**src/rtl/cq_pkg.sv**
```systemverilog
package cq_pkg;

  typedef struct packed {
    logic busy;   // slot holds a live instruction
    logic done;   // executed, or resolved when a branch
    logic fault;  // finished with an exception
    logic is_br;  // speculative branch
  } cq_entry_t;

  // slot reached by stepping n places forward from p on a ring of size depth
  function automatic int unsigned ring_fwd(int unsigned p, int unsigned n, int unsigned depth);
    return (p + n) % depth;
  endfunction

  // number of steps from a forward to b on a ring of size depth
  function automatic int unsigned ring_dist(int unsigned a, int unsigned b, int unsigned depth);
    return (b + depth - a) % depth;
  endfunction

  function automatic logic entry_retirable(cq_entry_t e);
    return e.busy & e.done & ~e.fault;
  endfunction

endpackage

```
**src/rtl/cq_retire_sel.sv**
```systemverilog
module cq_retire_sel
  import cq_pkg::*;
#(
  parameter int DEPTH = 16,
  parameter int RETW  = 4,
  localparam int IDXW = $clog2(DEPTH),
  localparam int NW   = $clog2(RETW + 1)
) (
  input  cq_entry_t [DEPTH-1:0] ent_i,
  input  logic [IDXW-1:0]       head_i,
  output logic [RETW-1:0]       lane_go_o,
  output logic [RETW*IDXW-1:0]  lane_slot_o,
  output logic [NW-1:0]         nret_o,
  output logic                  head_fault_o
);

  logic [RETW-1:0] lane_ok;

  for (genvar l = 0; l < RETW; l++) begin : g_lane
    logic [IDXW-1:0] slot;
    assign slot = IDXW'(ring_fwd(32'(head_i), 32'(l), DEPTH));
    assign lane_slot_o[l*IDXW +: IDXW] = slot;
    assign lane_ok[l] = entry_retirable(ent_i[slot]);
  end

  // the run of retiring lanes ends at the first lane that cannot go
  always_comb begin
    logic run;
    run    = 1'b1;
    nret_o = '0;
    for (int l = 0; l < RETW; l++) begin
      run          = run & lane_ok[l];
      lane_go_o[l] = run;
      nret_o       = nret_o + NW'(run);
    end
  end

  assign head_fault_o = ent_i[head_i].busy & ent_i[head_i].done & ent_i[head_i].fault;

endmodule

```
**src/rtl/cq_ptr_ctl.sv**
```systemverilog
module cq_ptr_ctl
  import cq_pkg::*;
#(
  parameter int DEPTH = 16,
  parameter int RETW  = 4,
  localparam int IDXW = $clog2(DEPTH),
  localparam int CNTW = $clog2(DEPTH + 1),
  localparam int NW   = $clog2(RETW + 1)
) (
  input  logic            clk,
  input  logic            rst_n,
  input  logic            clear_i,
  input  logic            push_i,
  input  logic [NW-1:0]   nret_i,
  input  logic            flush_i,
  input  logic [IDXW-1:0] flush_slot_i,
  output logic [IDXW-1:0] head_o,
  output logic [IDXW-1:0] tail_o,
  output logic [CNTW-1:0] count_o
);

  logic [IDXW-1:0] head_nx, tail_nx;
  logic [CNTW-1:0] count_nx;

  always_comb begin
    head_nx = IDXW'(ring_fwd(32'(head_o), 32'(nret_i), DEPTH));
    if (flush_i) begin
      // keep everything up to and including the branch
      tail_nx  = IDXW'(ring_fwd(32'(flush_slot_i), 32'd1, DEPTH));
      count_nx = CNTW'(ring_dist(32'(head_o), 32'(flush_slot_i), DEPTH) + 32'd1 - 32'(nret_i));
    end else begin
      tail_nx  = push_i ? IDXW'(ring_fwd(32'(tail_o), 32'd1, DEPTH)) : tail_o;
      count_nx = count_o + CNTW'(push_i) - CNTW'(nret_i);
    end
  end

  always_ff @(posedge clk or negedge rst_n) begin
    if (!rst_n) begin
      head_o  <= '0;
      tail_o  <= '0;
      count_o <= '0;
    end else if (clear_i) begin
      head_o  <= '0;
      tail_o  <= '0;
      count_o <= '0;
    end else begin
      head_o  <= head_nx;
      tail_o  <= tail_nx;
      count_o <= count_nx;
    end
  end

endmodule

```
**src/rtl/inorder_cq.sv**
```systemverilog
module inorder_cq
  import cq_pkg::*;
#(
  parameter int DEPTH = 16,
  parameter int RETW  = 4,
  parameter int NFIN  = 2,
  localparam int IDXW = $clog2(DEPTH),
  localparam int CNTW = $clog2(DEPTH + 1),
  localparam int NW   = $clog2(RETW + 1)
) (
  input  logic                 clk,
  input  logic                 rst_n,
  input  logic                 clear_i,
  input  logic                 disp_valid_i,
  input  logic                 disp_is_br_i,
  output logic                 disp_ready_o,
  output logic [IDXW-1:0]      disp_tag_o,
  input  logic [NFIN-1:0]      fin_valid_i,
  input  logic [NFIN*IDXW-1:0] fin_tag_i,
  input  logic [NFIN-1:0]      fin_exc_i,
  input  logic                 br_valid_i,
  input  logic [IDXW-1:0]      br_tag_i,
  input  logic                 br_mispred_i,
  output logic [RETW-1:0]      ret_valid_o,
  output logic [RETW*IDXW-1:0] ret_tag_o,
  output logic                 exc_o
);

  cq_entry_t [DEPTH-1:0] ent_q;
  logic [IDXW-1:0] head_q, tail_q;
  logic [CNTW-1:0] count_q;
  logic [NW-1:0]   nret_w;

  // named internal events
  logic full_w, flush_w, push_w;
  logic [DEPTH-1:0] fin_hit, fin_bad, res_hit, kill_hit, ret_hit;

  assign full_w       = (count_q == CNTW'(DEPTH));
  assign flush_w      = br_valid_i & br_mispred_i & ent_q[br_tag_i].busy & ent_q[br_tag_i].is_br;
  assign disp_ready_o = ~full_w & ~flush_w;
  assign push_w       = disp_valid_i & disp_ready_o;
  assign disp_tag_o   = tail_q;

  cq_retire_sel #(.DEPTH(DEPTH), .RETW(RETW)) u_sel (
    .ent_i        (ent_q),
    .head_i       (head_q),
    .lane_go_o    (ret_valid_o),
    .lane_slot_o  (ret_tag_o),
    .nret_o       (nret_w),
    .head_fault_o (exc_o)
  );

  cq_ptr_ctl #(.DEPTH(DEPTH), .RETW(RETW)) u_ptr (
    .clk          (clk),
    .rst_n        (rst_n),
    .clear_i      (clear_i),
    .push_i       (push_w),
    .nret_i       (nret_w),
    .flush_i      (flush_w),
    .flush_slot_i (br_tag_i),
    .head_o       (head_q),
    .tail_o       (tail_q),
    .count_o      (count_q)
  );

  // per-slot decode of finish, resolve, kill and retire events
  always_comb begin
    for (int s = 0; s < DEPTH; s++) begin
      logic hit, bad, rh;
      hit = 1'b0;
      bad = 1'b0;
      for (int p = 0; p < NFIN; p++) begin
        if (fin_valid_i[p] && fin_tag_i[p*IDXW +: IDXW] == IDXW'(s)) begin
          hit = 1'b1;
          bad = bad | fin_exc_i[p];
        end
      end
      fin_hit[s] = hit & ent_q[s].busy & ~ent_q[s].is_br;
      fin_bad[s] = bad;
      res_hit[s] = br_valid_i & (br_tag_i == IDXW'(s)) & ent_q[s].busy & ent_q[s].is_br;
      kill_hit[s] = flush_w & ent_q[s].busy &
                    (ring_dist(32'(head_q), 32'(s), DEPTH) >
                     ring_dist(32'(head_q), 32'(br_tag_i), DEPTH));
      rh = 1'b0;
      for (int l = 0; l < RETW; l++) begin
        if (ret_valid_o[l] && ret_tag_o[l*IDXW +: IDXW] == IDXW'(s)) rh = 1'b1;
      end
      ret_hit[s] = rh;
    end
  end

  always_ff @(posedge clk or negedge rst_n) begin
    if (!rst_n) begin
      ent_q <= '0;
    end else if (clear_i) begin
      ent_q <= '0;
    end else begin
      for (int s = 0; s < DEPTH; s++) begin
        if (fin_hit[s]) begin
          ent_q[s].done  <= 1'b1;
          ent_q[s].fault <= fin_bad[s];
        end
        if (res_hit[s]) ent_q[s].done <= 1'b1;
        if (ret_hit[s] || kill_hit[s]) ent_q[s].busy <= 1'b0;
        if (push_w && tail_q == IDXW'(s)) begin
          ent_q[s].busy  <= 1'b1;
          ent_q[s].done  <= 1'b0;
          ent_q[s].fault <= 1'b0;
          ent_q[s].is_br <= disp_is_br_i;
        end
      end
    end
  end

endmodule

```
**config.mk**
```make
export PLATFORM = sky130hd
export DESIGN_NAME = inorder_cq
export DESIGN_NICKNAME = d
export VERILOG_FILES = /design/src/rtl/cq_pkg.sv /design/src/rtl/cq_retire_sel.sv /design/src/rtl/cq_ptr_ctl.sv /design/src/rtl/inorder_cq.sv
export SDC_FILE = /design/constraint.sdc
export NUM_CORES = 1
export LEC_CHECK = 0
export ABC_AREA = 1
export BUFFER_PORTS_ARGS = -buffer_cell sky130_fd_sc_hd__buf_2
export CAP_MARGIN = 20
export CORE_MARGIN = 3
export CORE_UTILIZATION = 55
export CTS_CLUSTER_DIAMETER = 200
export DETAILED_ROUTE_END_ITERATION = 12
export PLACE_DENSITY_LB_ADDON = 0.15
export RECOVER_POWER = 25
export SLEW_MARGIN = 10
export SYNTH_ARGS = -nofsm -noshare
export SYNTH_HDL_FRONTEND = slang
export SYNTH_HIERARCHICAL = 1
export SYNTH_SLANG_ARGS = --single-unit
```
**constraint.sdc**
```tcl
create_clock -name clk -period 4.5 [get_ports clk]
set_clock_uncertainty 0.05 [all_clocks]
set_input_delay 0.675 -clock clk [delete_from_list [all_inputs] [get_ports clk]]
set_output_delay 0.675 -clock clk [all_outputs]
set_load 0.02 [all_outputs]
```
==> results.tsv, run 1 <==
metric	value	unit
status	complete, but fails checks	
violations	capacitance limit, slew limit	
path_clk_slew	0.07	ns
grt_usage	34.9	%
ys_async_sr_fraction	100	%
fin_area	0.00940	sq mm
worstMarginPinSlew	2.00	ns
cts_resized	0	
cp_max_fo	91	
start_util	56.7	%
cp-start-kind	flop	
core	0.0154	sq mm
top_usage_layer	met2	
wire_per_inst	18.5	microns
finalSetupViolCount	0	
crit_path_end_kind	flop	
syn_area	0.00871	sq mm
rsz0062_at_grt	no	
via_count	9726	
grt_start_max_net_pins	92	
tns	0	ns
cts_tree	built	
drc	0	
multiInputGateArea	0.00574	sq mm
cts.path.max_buffers	2	
cp.arrival	4.41	ns
clk-insertion-delay-late	0.35	ns
gp_congestion	1.03	
grt_remaining_overflow	0	
antenna_found_initial	2	
fill_cells	1542	
yosys.cell_types.count	49	
required	4.69	ns
max-slew-margin-rel	-33.4	%
clock_sinks	77	
final_cell_mix	465 x nand2_1, 177 x inv_1, 163 x nand3_1	
areaGrowthSynthToFinish	7.81	%
avgViaCountPerCell	5.88	
post_cts_buffers	0	
power_density	286	mW/mm^2
hpwl	23000	microns
wl	30600	microns
layout_setup_ws	0.281	ns
first_global_vias	8854	
dp.cells	1638	
netlist_instances	1408	
rows	45	
ys.warnings.count	6	
synth_top_cell_by_area	dfrtp_1	
fp.dieW	132	microns
power	2680	uW
hold_path_class	flop to flop	
firstDrtPassIters	7	
post_dp_cell_area	0.00904	sq mm
yosysSeqAreaShare	22.1	%
syn_area_per_cell	6.19	sq um
met3_usage	8.55	%
io_buffers	48	
max_freq	237	MHz
drt_iter0_drc	1297	
h-tree-depth	3	
cts-root-buf	clkbuf_16	
regArea	0.00193	sq mm
use_met1	48.8	%
final_cells	1655	
die_y	132	microns
die_area	0.0174	sq mm
ys.flop_type	dfrtp_1	
max_cap_viol_count	1	
final_antenna_net_count	0	
use_met2	51.1	%
synth_seq_cells	77	
synth.net_count	1488	
finalHoldViolations	0	
fin_crit	4.22	ns
grt_pass1_wl	48100	microns
fin_crit_sh	93.8	%
holdBufCountCts	0	
slew_viol_final	78	
synth_edf_count	0	
fin_nets	1518	
ys_top_cells_by_area	dfrtp_1 22%, nand2_1 20%, nand3_1 9.4%	
worst-setup-path-type	flop to flop	
place_ws	0.380	ns
drive_gt1_share	8.66	%
synth_top_area_share	22.1	%
tritoncts.num_buffers	9	
total_leakage_power	0.00486	uW
vdd_ir_drop_max	272	uV
io_pins	49	
layout_commonest_cell	nand2_1	
-- synth_stat cells, types with 2 or more instances --
cell type	instances
nor2_4	2
nand3_2	4
a21o_1	6
nand4_1	22
ha_1	52
or2_2	2
nor2_1	124
o21ai_0	50
nand3b_1	16
o211ai_1	12
buf_4	18
a41oi_1	4
nand2_2	3
mux2i_1	13
a32oi_1	2
nand3_1	163
dfrtp_1	77
clkinv_1	2
xnor2_1	6
nor3_1	22
inv_1	178
inv_2	5
o21ai_2	3
o22ai_1	15
o21ai_1	7
fa_1	5
a211oi_1	14
buf_2	8
nor4_1	2
nand4_2	13
xor2_1	8
o21bai_1	4
nand2_4	3
o31ai_1	2
clkbuf_1	8
buf_1	4
a21oi_1	43
buf_6	11
nand2_1	465
-- cell type report --
class / count / area share (%)
well taps: 211 / 2.81
clock buffers: 9 / 2.40
flip-flops and latches: 77 / 20.5
diodes: 1 / 0.0266
clock inverters: 7 / 1.36
multi-input cells: 1096 / 61.1
repair buffers: 68 / 4.29
inverters: 186 / 7.48
-- through the flow --
| step | hold slack [ns] | util (%) |
|---|---|---|
| after floorplan | 0.329 | - |
| after global placement | 0.469 | 58.8 |
| after detailed placement | 0.474 | 58.8 |
| after CTS | 0.480 | 61.1 |
| after global routing | 0.554 | 61.1 |
| final | 0.493 | 61.1 |
-- registers in the layout (all words and copies together), names as in the netlist --
signal	count
u_ptr/head_o	4
ent_q	64
u_ptr/count_o	5
u_ptr/tail_o	4
-- final timing paths --
kind	start	to	slack (ns)	cells after the start
worst max-delay path	u_ptr/head_o[0]	u_ptr/count_o[4]	0.28	24
worst min-delay path	ent_q[52]	ent_q[52]	0.49	2
worst max register to register	u_ptr/head_o[0]	u_ptr/count_o[4]	0.28	24
worst min register to register	ent_q[52]	ent_q[52]	0.49	2
max in group asynchronous	rst_n	u_ptr/head_o[0]	2.25	1
min in group asynchronous	rst_n	ent_q[33]	0.82	1
-- per-layer routing --
layer	part of all wire (%)	vias up	routed length (microns)
met4	4.3	2	1320
met5	0.036	-	11
met1	42	4435	12700
li1	-	4666	-
met2	42	520	12800
met3	12	103	3770
-- worst max-delay path, cell delays in order (launching register included) --
cell and delay [ns]:
dfrtp_2 0.43, buf_12 0.33, ha_1 0.27, xor2_1 0.26, nand2_1 0.08, nor2_1 0.10, nand3_1 0.10, nand3_1 0.09
nand2_1 0.12, nor2_4 0.20, nand3_2 0.10, nand2_1 0.11, ha_1 0.16, ha_1 0.29, inv_1 0.14, ha_1 0.29
fa_1 0.46, nand3_1 0.12, nand2_1 0.06, nand2_1 0.06, nand3_1 0.06, nand2_1 0.06, inv_1 0.04, nand2_1 0.05
inv_1 0.03
-- report_power, final --
part           internal [uW]  switching [uW]
logic                    324             692
registers                730            52.1
clock network            552             332
total                   1610            1080
-- logic make-up (layout without fill, tap and decap cells) --
kind of cell	after synthesis	in the layout	synth area share [%]
muxes	13	13	1.49
AOI/OAI and AO/OA	166	166	11.4
adders and majority gates	57	57	8.61
buffers and inverters	235	270	12.0
xor gates and xnor gates	14	14	1.41
other	0	1	0
and+or+nand+nor	846	846	43.0
DFF	77	77	22.1
(Power assumes the default switching activity.)
==> run 2: changes to the inputs <==
- ABC_AREA: 1 -> not set
- CORE_ASPECT_RATIO: not set -> 1.75
==> results.tsv, run 2 <==
metric	value	unit	change
hpwl	23000	microns	about the same
p_int	1350	uW	-16%
slew_viol_final	78		unchanged
yosys.cell_types.count	77		+57%
io_buffers	48		unchanged
pwr-share-clk	34.3	%	+1.3 points
grt_pass1_wl	46200	microns	-4.0%
required	4.68	ns	about the same
p_switching	750	uW	-30%
start_util	57.2	%	+0.48 points
clock_sinks	77		unchanged
synth.cells.most_frequent	100 x nand2_1, 79 x nor2_1, 77 x dfrtp_1, 52 x ha_1, 48 x o22ai_1		
violations	capacitance limit, slew limit		
gp_congestion	1.01		-2.1%
syn_area	0.00777	sq mm	-11%
slowest_stage	dfrtp_4		
rows	56		+24%
drive_gt1_share	19.6	%	+11 points
io_pins	49		unchanged
fill_cells	1188		-23%
final_antenna_net_count	0		unchanged
status	complete, but fails checks		
largest_reg_flops	64		unchanged
h-tree-depth	3		unchanged
synthMuxAreaShare	12.5	%	+11 points
hold_path_class	flop to flop		
regArea	0.00193	sq mm	+0.13%
wl	30100	microns	-1.6%
power	2100	uW	-22%
ys_top_cells_by_area	dfrtp_1 25%, ha_1 8.4%, mux2i_1 5.5%		
synth-simple-area-share	25.7	%	-17 points
cp.arrival	4.53	ns	+0.12 ns
cpPeakStageDelay	0.55	ns	+0.09 ns
core	0.0136	sq mm	-12%
grt_start_max_net_pins	78		-15%
p_seq_share	37.1	%	+7.9 points
synth_top_area_share	24.8	%	+2.7 points
yosys.area_share.adder	9.92	%	+1.3 points
synth_most_common_cell	nand2_1		
path_clk_slew	0.07	ns	about the same
path_common_cell	ha_4		
areaGrowthSynthToFinish	13.5	%	
fp.dieW	95.9	microns	-27%
holdWs	0.515	ns	+0.0216 ns
fin_crit	4.35	ns	+0.128 ns
synth_top_cell_by_area	dfrtp_1		
worst-setup-path-type	flop to flop		
die_area	0.0156	sq mm	-10%
wire_per_inst	26.2	microns	+42%
synth_top_family_by_area	simple AND/OR/NAND/NOR gates		
syn_area_per_cell	8.63	sq um	+39%
grt_usage	40.0	%	+5.2 points
crit_path_end_kind	flop		
rsz0062_at_grt	no		
combPwrFrac	28.6	%	-9.3 points
yosysSeqAreaShare	24.8	%	+2.7 points
first_global_vias	8056		-9.0%
multiInputGateArea	0.00553	sq mm	-3.7%
ys.warnings.count	6		unchanged
ys.flop_type	dfrtp_1		
max-slew-margin-rel	-31.5	%	+1.9 points
grt_remaining_overflow	0		unchanged
firstDrtPassIters	6		-1
fin_nets	1050		-31%
drt_iter0_drc	957		-26%
synth_edf_count	0		unchanged
max_cap_viol_count	1		unchanged
holdBufCountCts	0		unchanged
synth-compound-area-share	18.1	%	+6.7 points
post_dp_cell_area	0.00844	sq mm	-6.6%
worstMarginPinSlew	1.97	ns	-0.0280 ns
cp_max_fo	8		-91%
antenna_found_initial	0		-2
worstPathCellList	clkbuf_4 > buf_4 > ha_1 > xor2_2 > mux4_2 > mux2_4 > nand2b_4 > nor2_4 > ha_4 > ha_4 > inv_2 > ha_4 > fa_1 > a21o_1 > a21oi_1 > xnor2_1 > a311o_1		
power_density	238	mW/mm^2	-17%
synth-xor-area-share	3.51	%	+2.1 points
total_leakage_power	0.00382	uW	-21%
cts_tree	built		
die_y	163	microns	+24%
finalSetupViolCount	0		unchanged
synth_seq_cells	77		unchanged
cts-root-buf	clkbuf_16		
synth.net_count	981		-34%
vdd_ir_drop_max	279	uV	+2.4%
via_count	7943		-18%
reg_top3	ent_q (64), u_ptr/count_o (5)		
cp-start-kind	flop		
clk-insertion-delay-late	0.35	ns	about the same
netlist_instances	901		-36%
final_cell_mix	100 x nand2_1, 78 x nor2_1, 75 x dfrtp_1		
fin_area	0.00882	sq mm	-6.1%
max_freq	230	MHz	-3.0%
layout_commonest_cell	nand2_1		
registers.top_by_ff_count	ent_q		
ys_async_sr_fraction	100	%	unchanged
tritoncts.num_buffers	9		unchanged
tns	0	ns	unchanged
switching_share	35.7	%	-4.4 points
fin_crit_sh	96.6	%	+2.9 points
drc	0		unchanged
diodes	0		-1
avgViaCountPerCell	6.91		+18%
finalHoldViolations	0		unchanged
cts.path.max_buffers	2		unchanged
[run 2: path summary, 6_finish.rpt]
path,start,end,slack (ns),depth (start not counted)
worst max-delay path,u_ptr/head_o[0],u_ptr/count_o[4],0.15,17
worst min-delay path,ent_q[56],ent_q[56],0.52,2
worst max register to register,u_ptr/head_o[0],u_ptr/count_o[4],0.15,17
worst min register to register,ent_q[56],ent_q[56],0.52,2
max in group asynchronous,rst_n,u_ptr/head_o[0],2.14,1
min in group asynchronous,rst_n,ent_q[44],0.83,1
[run 2: logic make-up after synthesis]
logic type	count (synthesis)
AND/OR/NAND/NOR	377
AO/OA/AOI/OAI	199
buffers and inverters	92
flip-flops	77
multiplexers	69
adder cells (fa/ha/maj)	59
XOR/XNOR	28
[run 2: layout make-up]
cell class / count / share of cell area (%)
tap: 174 / 2.47
multi-input combinational: 732 / 62.6
inverter: 48 / 2.14
sequential: 77 / 21.9
clock buffer: 9 / 2.55
timing repair buffer: 102 / 7.54
clock inverter: 7 / 0.766
[run 2: critical path, delay by kind of cell, from the launching register on]
family,cells,cell delay [ns]
buf+inv,3,0.43
xor+xnor,2,0.32
compound gates,3,0.70
mux,2,0.64
simple gates,2,0.16
fa+ha+maj,5,1.36
flops,1,0.55
[run 2: metal layers]
metal | vias to the layer above | track usage (%) | part of all wire, %
li1 | 3496 | - | -
met1 | 3789 | 43.0 | 33
met2 | 483 | 63.8 | 48
met3 | 175 | 10.8 | 8.5
met4 | 0 | 33.5 | 11
met5 | - | 0 | 0
[run 2: power by group through the flow]
| stage | clock, uW | sequential [uW] | combinational, uW |
|---|---|---|---|
| CTS | 722 | 777 | 585 |
| finish | 721 | 778 | 600 |
| global placement | 0 | 789 | 562 |
| detailed placement | 0 | 790 | 581 |
| global route | 754 | 784 | 655 |
| floorplan | 0 | 779 | 392 |
[run 2: metrics by stage]
step	std cells	util, %	worst slack (ns)
after floorplan	901	-	0.0168
after global placement	1130	62.1	0.0996
after detailed placement	1130	62.1	0.0448
after CTS	1146	64.3	0.0443
after global routing	1149	64.9	0.0182
final	1149	64.9	0.153
[run 2: repair_timing]
action,in CTS,in global routing
endpoints found under the setup margin,0,2
setup buffers,0,2
resized for setup,0,12
